### src/rtl/tcn_pkg.sv
package tcn_pkg;

  // Decoded transaction command, abort has highest priority.
  typedef enum logic [1:0] {
    CMD_NONE  = 2'd0,
    CMD_ABORT = 2'd1,
    CMD_END   = 2'd2,
    CMD_BEGIN = 2'd3
  } tcn_cmd_e;

  // Events handed from the nesting controller to the storage blocks.
  typedef struct packed {
    logic outer_begin;
    logic commit;
    logic abort_take;
  } tcn_evt_t;

endpackage

### src/rtl/tcn_lowest_set.sv
module tcn_lowest_set #(
  parameter int N = 16,
  localparam int IW = $clog2(N)
) (
  input  logic [N-1:0]  vec,
  output logic          found,
  output logic [IW-1:0] idx
);

  // Scan from the top so the lowest set bit wins.
  always_comb begin
    found = 1'b0;
    idx   = '0;
    for (int i = N - 1; i >= 0; i--) begin
      if (vec[i]) begin
        found = 1'b1;
        idx   = IW'(i);
      end
    end
  end

endmodule

### src/rtl/tcn_nest_ctrl.sv
module tcn_nest_ctrl
  import tcn_pkg::*;
#(
  parameter int ADDR_W  = 32,
  parameter int DEPTH_W = 3
) (
  input  logic              clk,
  input  logic              rst_n,
  input  logic              begin_valid,
  input  logic [ADDR_W-1:0] begin_handler,
  input  logic              end_valid,
  input  logic              abort_valid,
  output tcn_evt_t          evt,
  output logic [DEPTH_W-1:0] depth,
  output logic              redirect_valid,
  output logic [ADDR_W-1:0] redirect_pc,
  output logic              cmd_err
);

  localparam logic [DEPTH_W-1:0] DEPTH_MAX = {DEPTH_W{1'b1}};

  tcn_cmd_e            cmd;
  logic [DEPTH_W-1:0]  depth_q, depth_d;
  logic [ADDR_W-1:0]   handler_q, handler_d;
  logic                handler_en;
  logic                redir_q, redir_d;
  logic                err_q, err_d;

  always_comb begin
    if (abort_valid)      cmd = CMD_ABORT;
    else if (end_valid)   cmd = CMD_END;
    else if (begin_valid) cmd = CMD_BEGIN;
    else                  cmd = CMD_NONE;
  end

  always_comb begin
    depth_d        = depth_q;
    handler_d      = handler_q;
    handler_en     = 1'b0;
    redir_d        = 1'b0;
    err_d          = 1'b0;
    evt            = '0;
    case (cmd)
      CMD_ABORT: begin
        if (depth_q != '0) begin
          evt.abort_take = 1'b1;
          depth_d        = '0;
          redir_d        = 1'b1;
        end else begin
          err_d = 1'b1;
        end
      end
      CMD_END: begin
        if (depth_q == '0) begin
          err_d = 1'b1;
        end else begin
          depth_d    = depth_q - 1'b1;
          evt.commit = (depth_q == DEPTH_W'(1));
        end
      end
      CMD_BEGIN: begin
        if (depth_q == DEPTH_MAX) begin
          err_d = 1'b1;
        end else begin
          depth_d = depth_q + 1'b1;
          if (depth_q == '0) begin
            evt.outer_begin = 1'b1;
            handler_d       = begin_handler;
            handler_en      = 1'b1;
          end
        end
      end
      default: ;
    endcase
  end

  always_ff @(posedge clk or negedge rst_n) begin
    if (!rst_n) begin
      depth_q <= '0;
      redir_q <= 1'b0;
      err_q   <= 1'b0;
    end else begin
      depth_q <= depth_d;
      redir_q <= redir_d;
      err_q   <= err_d;
    end
  end

  always_ff @(posedge clk or negedge rst_n) begin
    if (!rst_n) begin
      handler_q <= '0;
    end else if (handler_en) begin
      handler_q <= handler_d;
    end
  end

  assign depth          = depth_q;
  assign redirect_valid = redir_q;
  assign redirect_pc    = handler_q;
  assign cmd_err        = err_q;

endmodule

### src/rtl/tcn_rename_map.sv
module tcn_rename_map #(
  parameter int ARCH_REGS = 8,
  parameter int PHYS_REGS = 16,
  localparam int AW = $clog2(ARCH_REGS),
  localparam int PW = $clog2(PHYS_REGS)
) (
  input  logic                     clk,
  input  logic                     rst_n,
  input  logic                     ren_fire,
  input  logic [AW-1:0]            ren_arch,
  input  logic [PW-1:0]            ren_phys,
  input  logic                     snap_take,
  input  logic                     restore,
  output logic [ARCH_REGS*PW-1:0]  map_flat,
  output logic [PHYS_REGS-1:0]     cur_mask,
  output logic [PHYS_REGS-1:0]     snap_mask
);

  logic [ARCH_REGS-1:0][PW-1:0] map_q, map_d;
  logic [ARCH_REGS-1:0][PW-1:0] snap_q;
  logic                         snap_en;

  always_comb begin
    map_d = map_q;
    if (restore) begin
      map_d = snap_q;
    end else if (ren_fire) begin
      map_d[ren_arch] = ren_phys;
    end
  end

  assign snap_en = snap_take;

  always_ff @(posedge clk or negedge rst_n) begin
    if (!rst_n) begin
      for (int i = 0; i < ARCH_REGS; i++) map_q[i] <= PW'(i);
    end else begin
      map_q <= map_d;
    end
  end

  always_ff @(posedge clk or negedge rst_n) begin
    if (!rst_n) begin
      for (int i = 0; i < ARCH_REGS; i++) snap_q[i] <= PW'(i);
    end else if (snap_en) begin
      snap_q <= map_q;
    end
  end

  // Sets of physical registers referenced by the live map and the snapshot.
  always_comb begin
    cur_mask  = '0;
    snap_mask = '0;
    for (int i = 0; i < ARCH_REGS; i++) begin
      cur_mask[map_q[i]]   = 1'b1;
      snap_mask[snap_q[i]] = 1'b1;
    end
  end

  genvar g;
  generate
    for (g = 0; g < ARCH_REGS; g++) begin : g_flat
      assign map_flat[g*PW +: PW] = map_q[g];
    end
  endgenerate

endmodule

### src/rtl/tcn_reg_pool.sv
module tcn_reg_pool
  import tcn_pkg::*;
#(
  parameter int ARCH_REGS = 8,
  parameter int PHYS_REGS = 16,
  localparam int PW = $clog2(PHYS_REGS)
) (
  input  logic                 clk,
  input  logic                 rst_n,
  input  tcn_evt_t             evt,
  input  logic [PHYS_REGS-1:0] cur_mask,
  input  logic [PHYS_REGS-1:0] snap_mask,
  input  logic                 alloc_fire,
  input  logic [PW-1:0]        alloc_idx,
  input  logic                 grad_valid,
  input  logic [PW-1:0]        grad_phys,
  output logic [PHYS_REGS-1:0] free_vec,
  output logic [PHYS_REGS-1:0] resv_vec,
  output logic [PHYS_REGS-1:0] saved_vec
);

  localparam logic [PHYS_REGS-1:0] FREE_RST = {PHYS_REGS{1'b1}} << ARCH_REGS;

  logic [PHYS_REGS-1:0] free_q, free_d;
  logic [PHYS_REGS-1:0] resv_q, resv_d;
  logic [PHYS_REGS-1:0] saved_q, saved_d;

  always_comb begin
    free_d  = free_q;
    resv_d  = resv_q;
    saved_d = saved_q;
    if (evt.abort_take) begin
      free_d  = ~snap_mask;
      resv_d  = '0;
      saved_d = '0;
    end else if (evt.commit) begin
      free_d  = free_q | resv_q;
      resv_d  = '0;
      saved_d = '0;
    end else if (evt.outer_begin) begin
      saved_d = cur_mask;
    end else if (alloc_fire) begin
      free_d[alloc_idx] = 1'b0;
    end else if (grad_valid) begin
      if (saved_q[grad_phys]) resv_d[grad_phys] = 1'b1;
      else                    free_d[grad_phys] = 1'b1;
    end
  end

  always_ff @(posedge clk or negedge rst_n) begin
    if (!rst_n) begin
      free_q  <= FREE_RST;
      resv_q  <= '0;
      saved_q <= '0;
    end else begin
      free_q  <= free_d;
      resv_q  <= resv_d;
      saved_q <= saved_d;
    end
  end

  assign free_vec  = free_q;
  assign resv_vec  = resv_q;
  assign saved_vec = saved_q;

endmodule

### src/rtl/txn_ckpt_ctrl.sv
module txn_ckpt_ctrl
  import tcn_pkg::*;
#(
  parameter int ARCH_REGS = 8,
  parameter int PHYS_REGS = 16,
  parameter int ADDR_W    = 32,
  parameter int DEPTH_W   = 3,
  localparam int AW = $clog2(ARCH_REGS),
  localparam int PW = $clog2(PHYS_REGS)
) (
  input  logic                    clk,
  input  logic                    rst_n,
  input  logic                    begin_valid,
  input  logic [ADDR_W-1:0]       begin_handler,
  input  logic                    end_valid,
  input  logic                    abort_valid,
  input  logic                    ren_valid,
  input  logic [AW-1:0]           ren_arch,
  input  logic                    grad_valid,
  input  logic [PW-1:0]           grad_phys,
  output logic                    alloc_avail,
  output logic [PW-1:0]           alloc_phys,
  output logic [ARCH_REGS*PW-1:0] map_flat,
  output logic [PHYS_REGS-1:0]    free_vec,
  output logic [PHYS_REGS-1:0]    resv_vec,
  output logic [PHYS_REGS-1:0]    saved_vec,
  output logic [DEPTH_W-1:0]      nest_depth,
  output logic                    redirect_valid,
  output logic [ADDR_W-1:0]       redirect_pc,
  output logic                    cmd_err
);

  tcn_evt_t             evt;
  logic [PHYS_REGS-1:0] cur_mask;
  logic [PHYS_REGS-1:0] snap_mask;
  logic                 any_cmd;
  logic                 ren_fire;

  assign any_cmd  = begin_valid | end_valid | abort_valid;
  assign ren_fire = ren_valid & alloc_avail & ~any_cmd;

  tcn_nest_ctrl #(
    .ADDR_W (ADDR_W),
    .DEPTH_W(DEPTH_W)
  ) u_nest (
    .clk           (clk),
    .rst_n         (rst_n),
    .begin_valid   (begin_valid),
    .begin_handler (begin_handler),
    .end_valid     (end_valid),
    .abort_valid   (abort_valid),
    .evt           (evt),
    .depth         (nest_depth),
    .redirect_valid(redirect_valid),
    .redirect_pc   (redirect_pc),
    .cmd_err       (cmd_err)
  );

  tcn_lowest_set #(
    .N(PHYS_REGS)
  ) u_pick (
    .vec  (free_vec),
    .found(alloc_avail),
    .idx  (alloc_phys)
  );

  tcn_rename_map #(
    .ARCH_REGS(ARCH_REGS),
    .PHYS_REGS(PHYS_REGS)
  ) u_map (
    .clk      (clk),
    .rst_n    (rst_n),
    .ren_fire (ren_fire),
    .ren_arch (ren_arch),
    .ren_phys (alloc_phys),
    .snap_take(evt.outer_begin),
    .restore  (evt.abort_take),
    .map_flat (map_flat),
    .cur_mask (cur_mask),
    .snap_mask(snap_mask)
  );

  tcn_reg_pool #(
    .ARCH_REGS(ARCH_REGS),
    .PHYS_REGS(PHYS_REGS)
  ) u_pool (
    .clk       (clk),
    .rst_n     (rst_n),
    .evt       (evt),
    .cur_mask  (cur_mask),
    .snap_mask (snap_mask),
    .alloc_fire(ren_fire),
    .alloc_idx (alloc_phys),
    .grad_valid(grad_valid & ~any_cmd & ~ren_valid),
    .grad_phys (grad_phys),
    .free_vec  (free_vec),
    .resv_vec  (resv_vec),
    .saved_vec (saved_vec)
  );

endmodule

### config.mk
export PLATFORM = sky130hd
export DESIGN_NAME = txn_ckpt_ctrl
export DESIGN_NICKNAME = d
export VERILOG_FILES = /design/src/rtl/tcn_pkg.sv /design/src/rtl/tcn_lowest_set.sv /design/src/rtl/tcn_nest_ctrl.sv /design/src/rtl/tcn_rename_map.sv /design/src/rtl/tcn_reg_pool.sv /design/src/rtl/txn_ckpt_ctrl.sv
export SDC_FILE = /design/constraint.sdc
export NUM_CORES = 1
export LEC_CHECK = 0
export BUFFER_PORTS_ARGS = -buffer_cell sky130_fd_sc_hd__buf_2
export CAP_MARGIN = 20
export CORE_MARGIN = 4
export CORE_UTILIZATION = 34
export CTS_CLUSTER_SIZE = 25
export DETAILED_ROUTE_END_ITERATION = 16
export PLACE_DENSITY = 0.59
export SKIP_CTS_REPAIR_TIMING = 1
export SLEW_MARGIN = 30
export SYNTH_ARGS = -nofsm -noshare
export SYNTH_HDL_FRONTEND = slang
export SYNTH_HIERARCHICAL = 1
export SYNTH_SLANG_ARGS = --single-unit
### constraint.sdc
create_clock -name clk -period 3.7 [get_ports clk]
set_clock_uncertainty 0.05 [all_clocks]
set_input_delay 0.185 -clock clk [delete_from_list [all_inputs] [get_ports clk]]
set_output_delay 0.185 -clock clk [all_outputs]
set_load 0.05 [all_outputs]
==> results.cfg, run 1 <==
[outcome]
status = finished clean

[timing]
finalMaxSlewViolations = 0
tightest_slew_ns = 0.823
hold_viol = 0
min_period_over_period_pct = 78.1
relSlewSlack_pct = 44.7
grt_setup_unrepaired = false
setup_tns_ns = 0
fmax_mhz = 346
period_needed_ns = 2.89
finalSetupViolations = 0

[yosys]
synth_cell_types = 70
syn_inst = 982
synth_async_sr_flop_share_pct = 100
synthTopCellsByArea = dfrtp_1, dfstp_2, mux2i_1
yosysMostFrequentCell = dfrtp_1
ys_seq_area_share_pct = 39.8
ys_warn_count = 6
synth.top_cell.area_share_pct = 30.9
synth_top_cells_by_count = dfrtp_1, nand2_1, o21ai_0
syn_nets = 1033
synth_edf_count = 0
avgSynthCellArea_um2 = 9.65
synth_ff_type = dfrtp_1
yosysTopAreaCell = dfrtp_1
postSynthRegisterBits = 149
synth_area_um2 = 9480

[cts]
clk_pin_slew_worst_paths_ns = 0.07
clockBufferDepth = 2
cts-root-buf = clkbuf_16
cts_tree = built
cts.sinks = 149
clock_latency_ns = 0.42
cts.htree.levels = 4
numCtsBuffers = 17

[placed_design]
dp_hpwl_um = 23600
dpl-instance-area_um2 = 10600
place_congestion = 0.927
numPortBuffers = 167

[grt]
grt_first_pass_wirelength_um = 50100
grt_usage_pct = 20.5
grt_antenna_before_repair = 0
grt_overflow_total = 0
grt_pass1_vias = 8298
grt_max_degree = 90

[die]
die_x_um = 175
io_pins = 168
fp-row-count = 60
die_y_um = 175
initial_utilization_pct = 34.9
dieArea_um2 = 30600
fp.coreArea_um2 = 27200

[critical_path]
arrival_ns = 3.20
cp-end-kind = flop
cp-start-kind = flop
crit_required_ns = 4.00
path_class = reg -> reg
crit_fanout = 26

[routing]
vias_per_cell = 5.77
drt_iter0_markers = 1178
routed_wl_um = 32500
drt_first_pass_iters = 5
wl_per_cell_um = 21.2
drc = 0
drtAntennaViolNets = 0
num_vias = 8847

[layout]
area_growth_pct = 21.4
fin_area_um2 = 11500
antenna_cells = 0
drive_above_1_share_pct = 30.1
final_nets = 1199

[run]
cap_violations = 0

[power_and_ir_drop]
vdd_drop_max_mv = 0.281
leakagePower_nw = 5.20
powerDensity_nw_per_um2 = 759

[worst_hold_path]
hold_class = in -> reg
==> layout make-up <==
cell class                      count  area, um^2
Tap cell                          372         465
Multi-Input combinational cell    754        5350
Inverter                            9        33.8
Fill cell                        2751       15700
Clock inverter                     15         149
Sequential cell                   149        3770
Timing Repair Buffer              217        1320
Clock buffer                       17         425
==> per-stage QoR <==
stage,setup WS (ns),cells,hold slack (ns),power [W],util (%)
after global placement,0.924,1467,0.290,0.00694,38.9
after floorplan,0.308,982,-0.161,0.00579,-
after CTS,0.845,1499,-0.172,0.00871,41.0
final,0.809,1533,0.0800,0.00874,42.3
after detailed placement,0.860,1467,0.292,0.00697,38.9
after global routing,0.610,1533,0.100,0.00918,42.3
==> state kept, by name (all words and copies together), names as in the netlist <==
register / flops
u_pool/resv_vec: 16
u_nest/redirect_valid: 1
u_nest/redirect_pc: 32
u_pool/saved_vec: 16
u_map/snap_q: 32
u_nest/depth: 3
u_pool/free_vec: 16
u_nest/cmd_err: 1
u_map/map_flat: 32
==> cell families after synthesis <==
kind of cell / Yosys count / share of synthesized area, %
AOI/OAI and AO/OA: 265 / 19.6
xor gates and xnor gates: 2 / 0.185
adders and majority gates: 5 / 0.660
buffers and inverters: 79 / 3.99
DFF: 149 / 39.8
muxes: 121 / 15.5
and+or+nand+nor: 361 / 20.2
==> metal layers <==
metal	vias up	wire, um	global-route usage (%)
met2	415	15000	32.0
met4	0	727	5.83
met1	4347	14300	28.8
met5	-	0	0
li1	4026	-	-
met3	59	2390	4.31
==> placed cells by master, fill, tap and decap left out, drive strengths merged, types with 35 or more instances in the layout <==
master / instances
o21ai: 60
buf: 184
mux2: 67
nand2: 106
dfrtp: 117
nand2b: 39
nor2b: 58
a221oi: 35
o22ai: 41
nor2: 57
mux2i: 50
==> worst paths after layout <==
path / start / to / slack (ns) / depth (start not counted)
min: begin_valid / u_nest/cmd_err$_DFF_PN0_ / 0.08 / 3
max reg2reg: u_nest/depth[0]$_DFFE_PN0P_ / u_pool/free_vec[0]$_DFFE_PN0P_ / 0.81 / 9
max: u_nest/depth[0]$_DFFE_PN0P_ / u_pool/free_vec[0]$_DFFE_PN0P_ / 0.81 / 9
max in group asynchronous: rst_n / u_map/snap_q[28]$_DFFE_PN1P_ / 2.41 / 4
min in group asynchronous: rst_n / u_pool/resv_vec[12]$_DFFE_PN0P_ / 0.16 / 2
min reg2reg: u_nest/redirect_pc[12]$_DFFE_PN0P_ / u_nest/redirect_pc[12]$_DFFE_PN0P_ / 0.45 / 1
==> report_power, final <==
group          leakage, nW  internal, W  switching [W]
Clock                0.284     0.000903       0.000799
Sequential            1.88      0.00215       0.000673
Combinational         3.04      0.00130        0.00292
==> critical path, stage by stage, from the launching register on <==
cell and delay [ns]:
dfrtp_1 0.47, ha_1 0.24, ha_1 0.23, nor4b_4 0.26, nand2_2 0.10, inv_2 0.39, nand2b_1 0.19, nand2_1 0.07
o21ai_2 0.54, a221o_1 0.27
Note: power is estimated with default switching activity, not from simulation.
==> run 2, diff against run 1 <==
==> constraint.sdc (replaced) <==
create_clock -name clk -period 2.88 [get_ports clk]
set_clock_uncertainty 0.05 [all_clocks]
set_input_delay 0.144 -clock clk [delete_from_list [all_inputs] [get_ports clk]]
set_output_delay 0.144 -clock clk [all_outputs]
set_load 0.05 [all_outputs]
==> results.cfg, run 2 (synthesized netlist as in run 1, its figures left out) <==
[power_and_ir_drop]
seqPwrFrac_pct = 31.4
powerDensity_nw_per_um2 = 979
p_sw_w = 0.00567
leakagePower_nw = 5.26
p_clk_share_pct = 19.9
power.total_w = 0.0115
intPower_w = 0.00579
p_sw_share_pct = 49.4
vdd_drop_max_mv = 0.526
p_comb_share_pct = 48.7

[timing]
finalMaxSlewViolations = 0
fin_ws_ns = 0.121
grt_setup_unrepaired = false
min_period_over_period_pct = 95.8
hold_viol = 0
fin_hold_ws_ns = 0.0383
period_needed_ns = 2.76
tightest_slew_ns = 0.777
relSlewSlack_pct = 48.2
fmax_mhz = 362
finalSetupViolations = 0

[die]
dieArea_um2 = 30600
die_y_um = 175
io_pins = 168
die_x_um = 175
fp.coreArea_um2 = 27200
initial_utilization_pct = 34.9
fp-row-count = 60

[placed_design]
numPortBuffers = 167
post-place-ws_ns = 0.189
placed_cells = 1475
place_congestion = 0.947
dp_hpwl_um = 24500

[grt]
grt_max_degree = 84
grt_overflow_total = 0
grt_pass1_vias = 8547
grt_usage_pct = 21.0
grt_first_pass_wirelength_um = 51400
grt_antenna_before_repair = 0

[layout]
layout_common_cells = buf_2, dfrtp_1, nand2_1
fillers = 2731
area_growth_pct = 23.5
final_nets = 1206
final_common_cell = buf_2
drive_above_1_share_pct = 31.3
antenna_cells = 0
finalNonFillerCells = 1540

[routing]
drt_first_pass_iters = 5
drt_iter0_markers = 895
drtAntennaViolNets = 0
num_vias = 8909
drc = 0
routed_wl_um = 33200
wl_per_cell_um = 21.5
vias_per_cell = 5.79

[critical_path]
cp-start-kind = flop
worst-path-buf-inv = 1
cpPeakStageDelay_ns = 0.68
cp_common_cell = nor4_4
critPathSlowestCell = dfstp_4
cp-end-kind = flop
critPathTopFamily = compound AO/OA/AOI/OAI gates
arrival_ns = 3.01
crit_fanout = 15
path_class = reg -> reg
crit_required_ns = 3.14
critical_path.cell_chain = nor4_4, and3_4, nand4_1, nand2_1, nor4_4, buf_4, nor2_1, o21ai_1, o21ai_2, a221o_1

[cts]
cts_tree = built
clockBufferDepth = 2
clock_latency_ns = 0.42
clk_pin_slew_worst_paths_ns = 0.07
cts-root-buf = clkbuf_16
cts.htree.levels = 4
numCtsBuffers = 17
cts.sinks = 149

[run]
cap_violations = 0

[worst_hold_path]
hold_class = in -> reg

[outcome]
status = finished clean
run 2: cell types whose count changed in the layout (fill, tap and decap cells not counted), sizes merged:
| cell | before | now |
|---|---|---|
| bufinv | 0 | 1 |
| clkinv | 2 | 4 |
| buf | 184 | 191 |
| inv | 21 | 16 |
| clkinvlp | 1 | 3 |
run 2: metrics by stage:
step	util, %	instance area [um^2]	setup TNS, ns
final	43.1	11700	0
after global routing	43.1	11700	0
after CTS	41.9	11400	0
after detailed placement	39.6	10800	0
after global placement	39.6	10800	0
after floorplan	-	9600	-0.352
run 2: area by class of cell:
type                       count  area (um^2)  share of cell area (%)
sequential                   149         3800                    32.5
clock buffer                  17          425                    3.63
timing repair buffer         224         1380                    11.8
inverter                       9         33.8                   0.288
tap                          372          465                    3.97
multi-input combinational    754         5420                    46.3
clock inverter                15          184                    1.57
run 2: worst register-to-register path, cell delays in order, from the launching register on:
cell and delay [ns]:
dfstp_4 0.68, nor4_4 0.06, and3_4 0.19, nand4_1 0.12, nand2_1 0.10, nor4_4 0.28
buf_4 0.26, nor2_1 0.06, o21ai_1 0.17, o21ai_2 0.25, a221o_1 0.43
run 2: power groups by stage:
| stage | registers (W) | logic (W) | clock network [W] |
|---|---|---|---|
| finish | 0.00360 | 0.00558 | 0.00229 |
| global route | 0.00371 | 0.00588 | 0.00244 |
| CTS | 0.00358 | 0.00551 | 0.00235 |
| detailed placement | 0.00362 | 0.00550 | 0 |
| global placement | 0.00358 | 0.00549 | 0 |
| floorplan | 0.00499 | 0.00253 | 0 |
run 2: worst paths after layout:
check | to | cells after the start | start | slack (ns)
worst max register to register | u_pool/free_vec[6]$_DFFE_PN0P_ | 10 | u_pool/free_vec[10]$_DFFE_PN1P_ | 0.12
min in group asynchronous | u_pool/resv_vec[7]$_DFFE_PN0P_ | 2 | rst_n | 0.22
worst min-delay path | u_nest/cmd_err$_DFF_PN0_ | 3 | begin_valid | 0.04
max in group asynchronous | u_map/snap_q[26]$_DFFE_PN1P_ | 3 | rst_n | 1.68
worst max-delay path | u_pool/free_vec[6]$_DFFE_PN0P_ | 10 | u_pool/free_vec[10]$_DFFE_PN1P_ | 0.12
worst min register to register | u_nest/redirect_pc[23]$_DFFE_PN0P_ | 1 | u_nest/redirect_pc[23]$_DFFE_PN0P_ | 0.45
run 2: metal layers:
layer	part of all wire [%]	wire length, um	vias up	GRT usage, %
li1	-	-	4047	-
met1	43	14400	4391	29.0
met2	47	15500	417	33.5
met3	7.8	2600	54	4.50
met4	2.1	693	0	5.63
met5	0	0	-	0
==> run 3, diff against run 2 <==
--- a/config.mk
+++ b/config.mk
@@ -11,10 +11,10 @@
 export CORE_UTILIZATION = 34
 export CTS_CLUSTER_SIZE = 25
 export DETAILED_ROUTE_END_ITERATION = 16
-export PLACE_DENSITY = 0.59
 export SKIP_CTS_REPAIR_TIMING = 1
 export SLEW_MARGIN = 30
 export SYNTH_ARGS = -nofsm -noshare
 export SYNTH_HDL_FRONTEND = slang
 export SYNTH_HIERARCHICAL = 1
 export SYNTH_SLANG_ARGS = --single-unit
+export TNS_END_PERCENT = 10
==> results.cfg, run 3 (synthesized netlist as in run 1, its figures left out) <==
[routing]
num_vias = 8859
wl_per_cell_um = 21.3
drt_iter0_markers = 1172
drc = 0
routed_wl_um = 32700
drt_first_pass_iters = 5
vias_per_cell = 5.77
drtAntennaViolNets = 0

[layout]
final_nets = 1201
area_growth_pct = 23.2
final_common_cell = buf_2
finalNonFillerCells = 1536
fin_area_um2 = 11700
fillers = 2673
drive_above_1_share_pct = 31.0
layout_common_cells = buf_2, dfrtp_1, nand2_1

[die]
fp-row-count = 60
die_x_um = 175
io_pins = 168
fp.coreArea_um2 = 27200
dieArea_um2 = 30600
die_y_um = 175
initial_utilization_pct = 34.9

[critical_path]
crit_required_ns = 3.19
arrival_ns = 3.00
r2r-end = u_pool/free_vec[9]$_DFFE_PN1P_
startpoint = u_pool/free_vec[10]$_DFFE_PN1P_
path_class = reg -> reg
cp-start-kind = flop
crit_fanout = 15
reg2reg_depth = 10
ff2ff_setup_slack_ns = 0.19
cp-end-kind = flop
rr_startpoint = u_pool/free_vec[10]$_DFFE_PN1P_
crit_path_end = u_pool/free_vec[9]$_DFFE_PN1P_

[cts]
cts-root-buf = clkbuf_16
clockBufferDepth = 2
cts.sinks = 149
numCtsBuffers = 17
cts.htree.levels = 4
clock_latency_ns = 0.42
cts_tree = built
clk_pin_slew_worst_paths_ns = 0.07

[power_and_ir_drop]
powerDensity_nw_per_um2 = 983
vdd_drop_max_mv = 0.413
leakagePower_nw = 5.24

[timing]
finalSetupViolations = 0
grt_setup_unrepaired = false
relSlewSlack_pct = 40.1
finalMaxSlewViolations = 0
period_needed_ns = 2.69
min_period_over_period_pct = 93.4
hold_viol = 0
tightest_slew_ns = 0.895
fmax_mhz = 372

[grt]
grt_usage_pct = 20.3
grt_first_pass_wirelength_um = 49700
grt_max_degree = 83
grt_overflow_total = 0
grt_antenna_before_repair = 2
grt_pass1_vias = 8229

[placed_design]
placed_cells = 1470
numPortBuffers = 167
dpl-instance-area_um2 = 10700
place_congestion = 0.937
dp_hpwl_um = 23800

[run]
cap_violations = 0

[worst_hold_path]
hold_class = in -> reg

[outcome]
status = finished clean
-- run 3: cell count changes in the layout (fill, tap and decap cells not counted), sizes merged --
cell	previous run	this run
buf	191	186
clkinv	4	6
clkinvlp	3	1
diode	0	1
-- run 3: final cells by class --
class                   instances  area (um^2)  area share, %
flip-flops and latches        149         3800           32.5
multi-input cells             754         5410           46.3
repair buffers                219         1350           11.6
diodes                          1         2.50         0.0214
well taps                     372          465           3.98
inverters                       9         33.8          0.289
clock buffers                  17          425           3.64
clock inverters                15          201           1.72
-- run 3: metal layers --
| layer | GRT usage [%] | vias to the layer above | routed length [um] |
|---|---|---|---|
| li1 | - | 4026 | - |
| met2 | 31.5 | 419 | 14900 |
| met1 | 28.9 | 4373 | 14600 |
| met4 | 5.04 | 2 | 600 |
| met5 | 0 | - | 7 |
| met3 | 4.69 | 39 | 2610 |
-- run 3: worst max-delay path: stages, from the launching register on --
cell      delay (ns)
dfstp_4         0.51
nor4_4          0.31
and3_4          0.24
nand4_1         0.18
nand2_1         0.18
nor4_4          0.04
buf_4           0.20
nand2b_1        0.11
nand2_1         0.10
o21ai_4         0.46
a221o_1         0.25
-- run 3: worst min path at each step --
stage / startpoint / slack (ns) / endpoint / cells after the start
3_5_place_dp: rst_n / 0.11 / u_pool/resv_vec[5]$_DFFE_PN0P_ / 1
3_3_place_gp: rst_n / 0.11 / u_pool/resv_vec[7]$_DFFE_PN0P_ / 1
2_1_floorplan: rst_n / -0.20 / u_map/map_flat[0]$_DFFE_PN0P_ / 0
6_report: begin_valid / 0.02 / u_nest/cmd_err$_DFF_PN0_ / 3
5_1_grt: begin_valid / 0.03 / u_nest/cmd_err$_DFF_PN0_ / 3
4_1_cts: rst_n / -0.35 / u_pool/resv_vec[5]$_DFFE_PN0P_ / 1
-- run 3: where the power goes --
group | internal (W) | switching (W)
registers | 0.00279 | 0.000804
logic | 0.00172 | 0.00383
clock network | 0.00127 | 0.00107
total | 0.00577 | 0.00571
-- run 3: metrics by stage --
step | setup TNS, ns | power (W) | util (%) | hold WS [ns] | setup WS [ns]
2_1_floorplan | -2.25 | 0.00751 | - | -0.202 | -0.136
3_5_place_dp | 0 | 0.00908 | 39.4 | 0.112 | 0.0980
5_1_grt | 0 | 0.0121 | 43.0 | 0.0306 | 0.0614
4_1_cts | 0 | 0.0115 | 41.7 | -0.354 | 0.0803
3_3_place_gp | 0 | 0.00903 | 39.4 | 0.113 | 0.139
6_report | 0 | 0.0115 | 43.0 | 0.0204 | 0.189
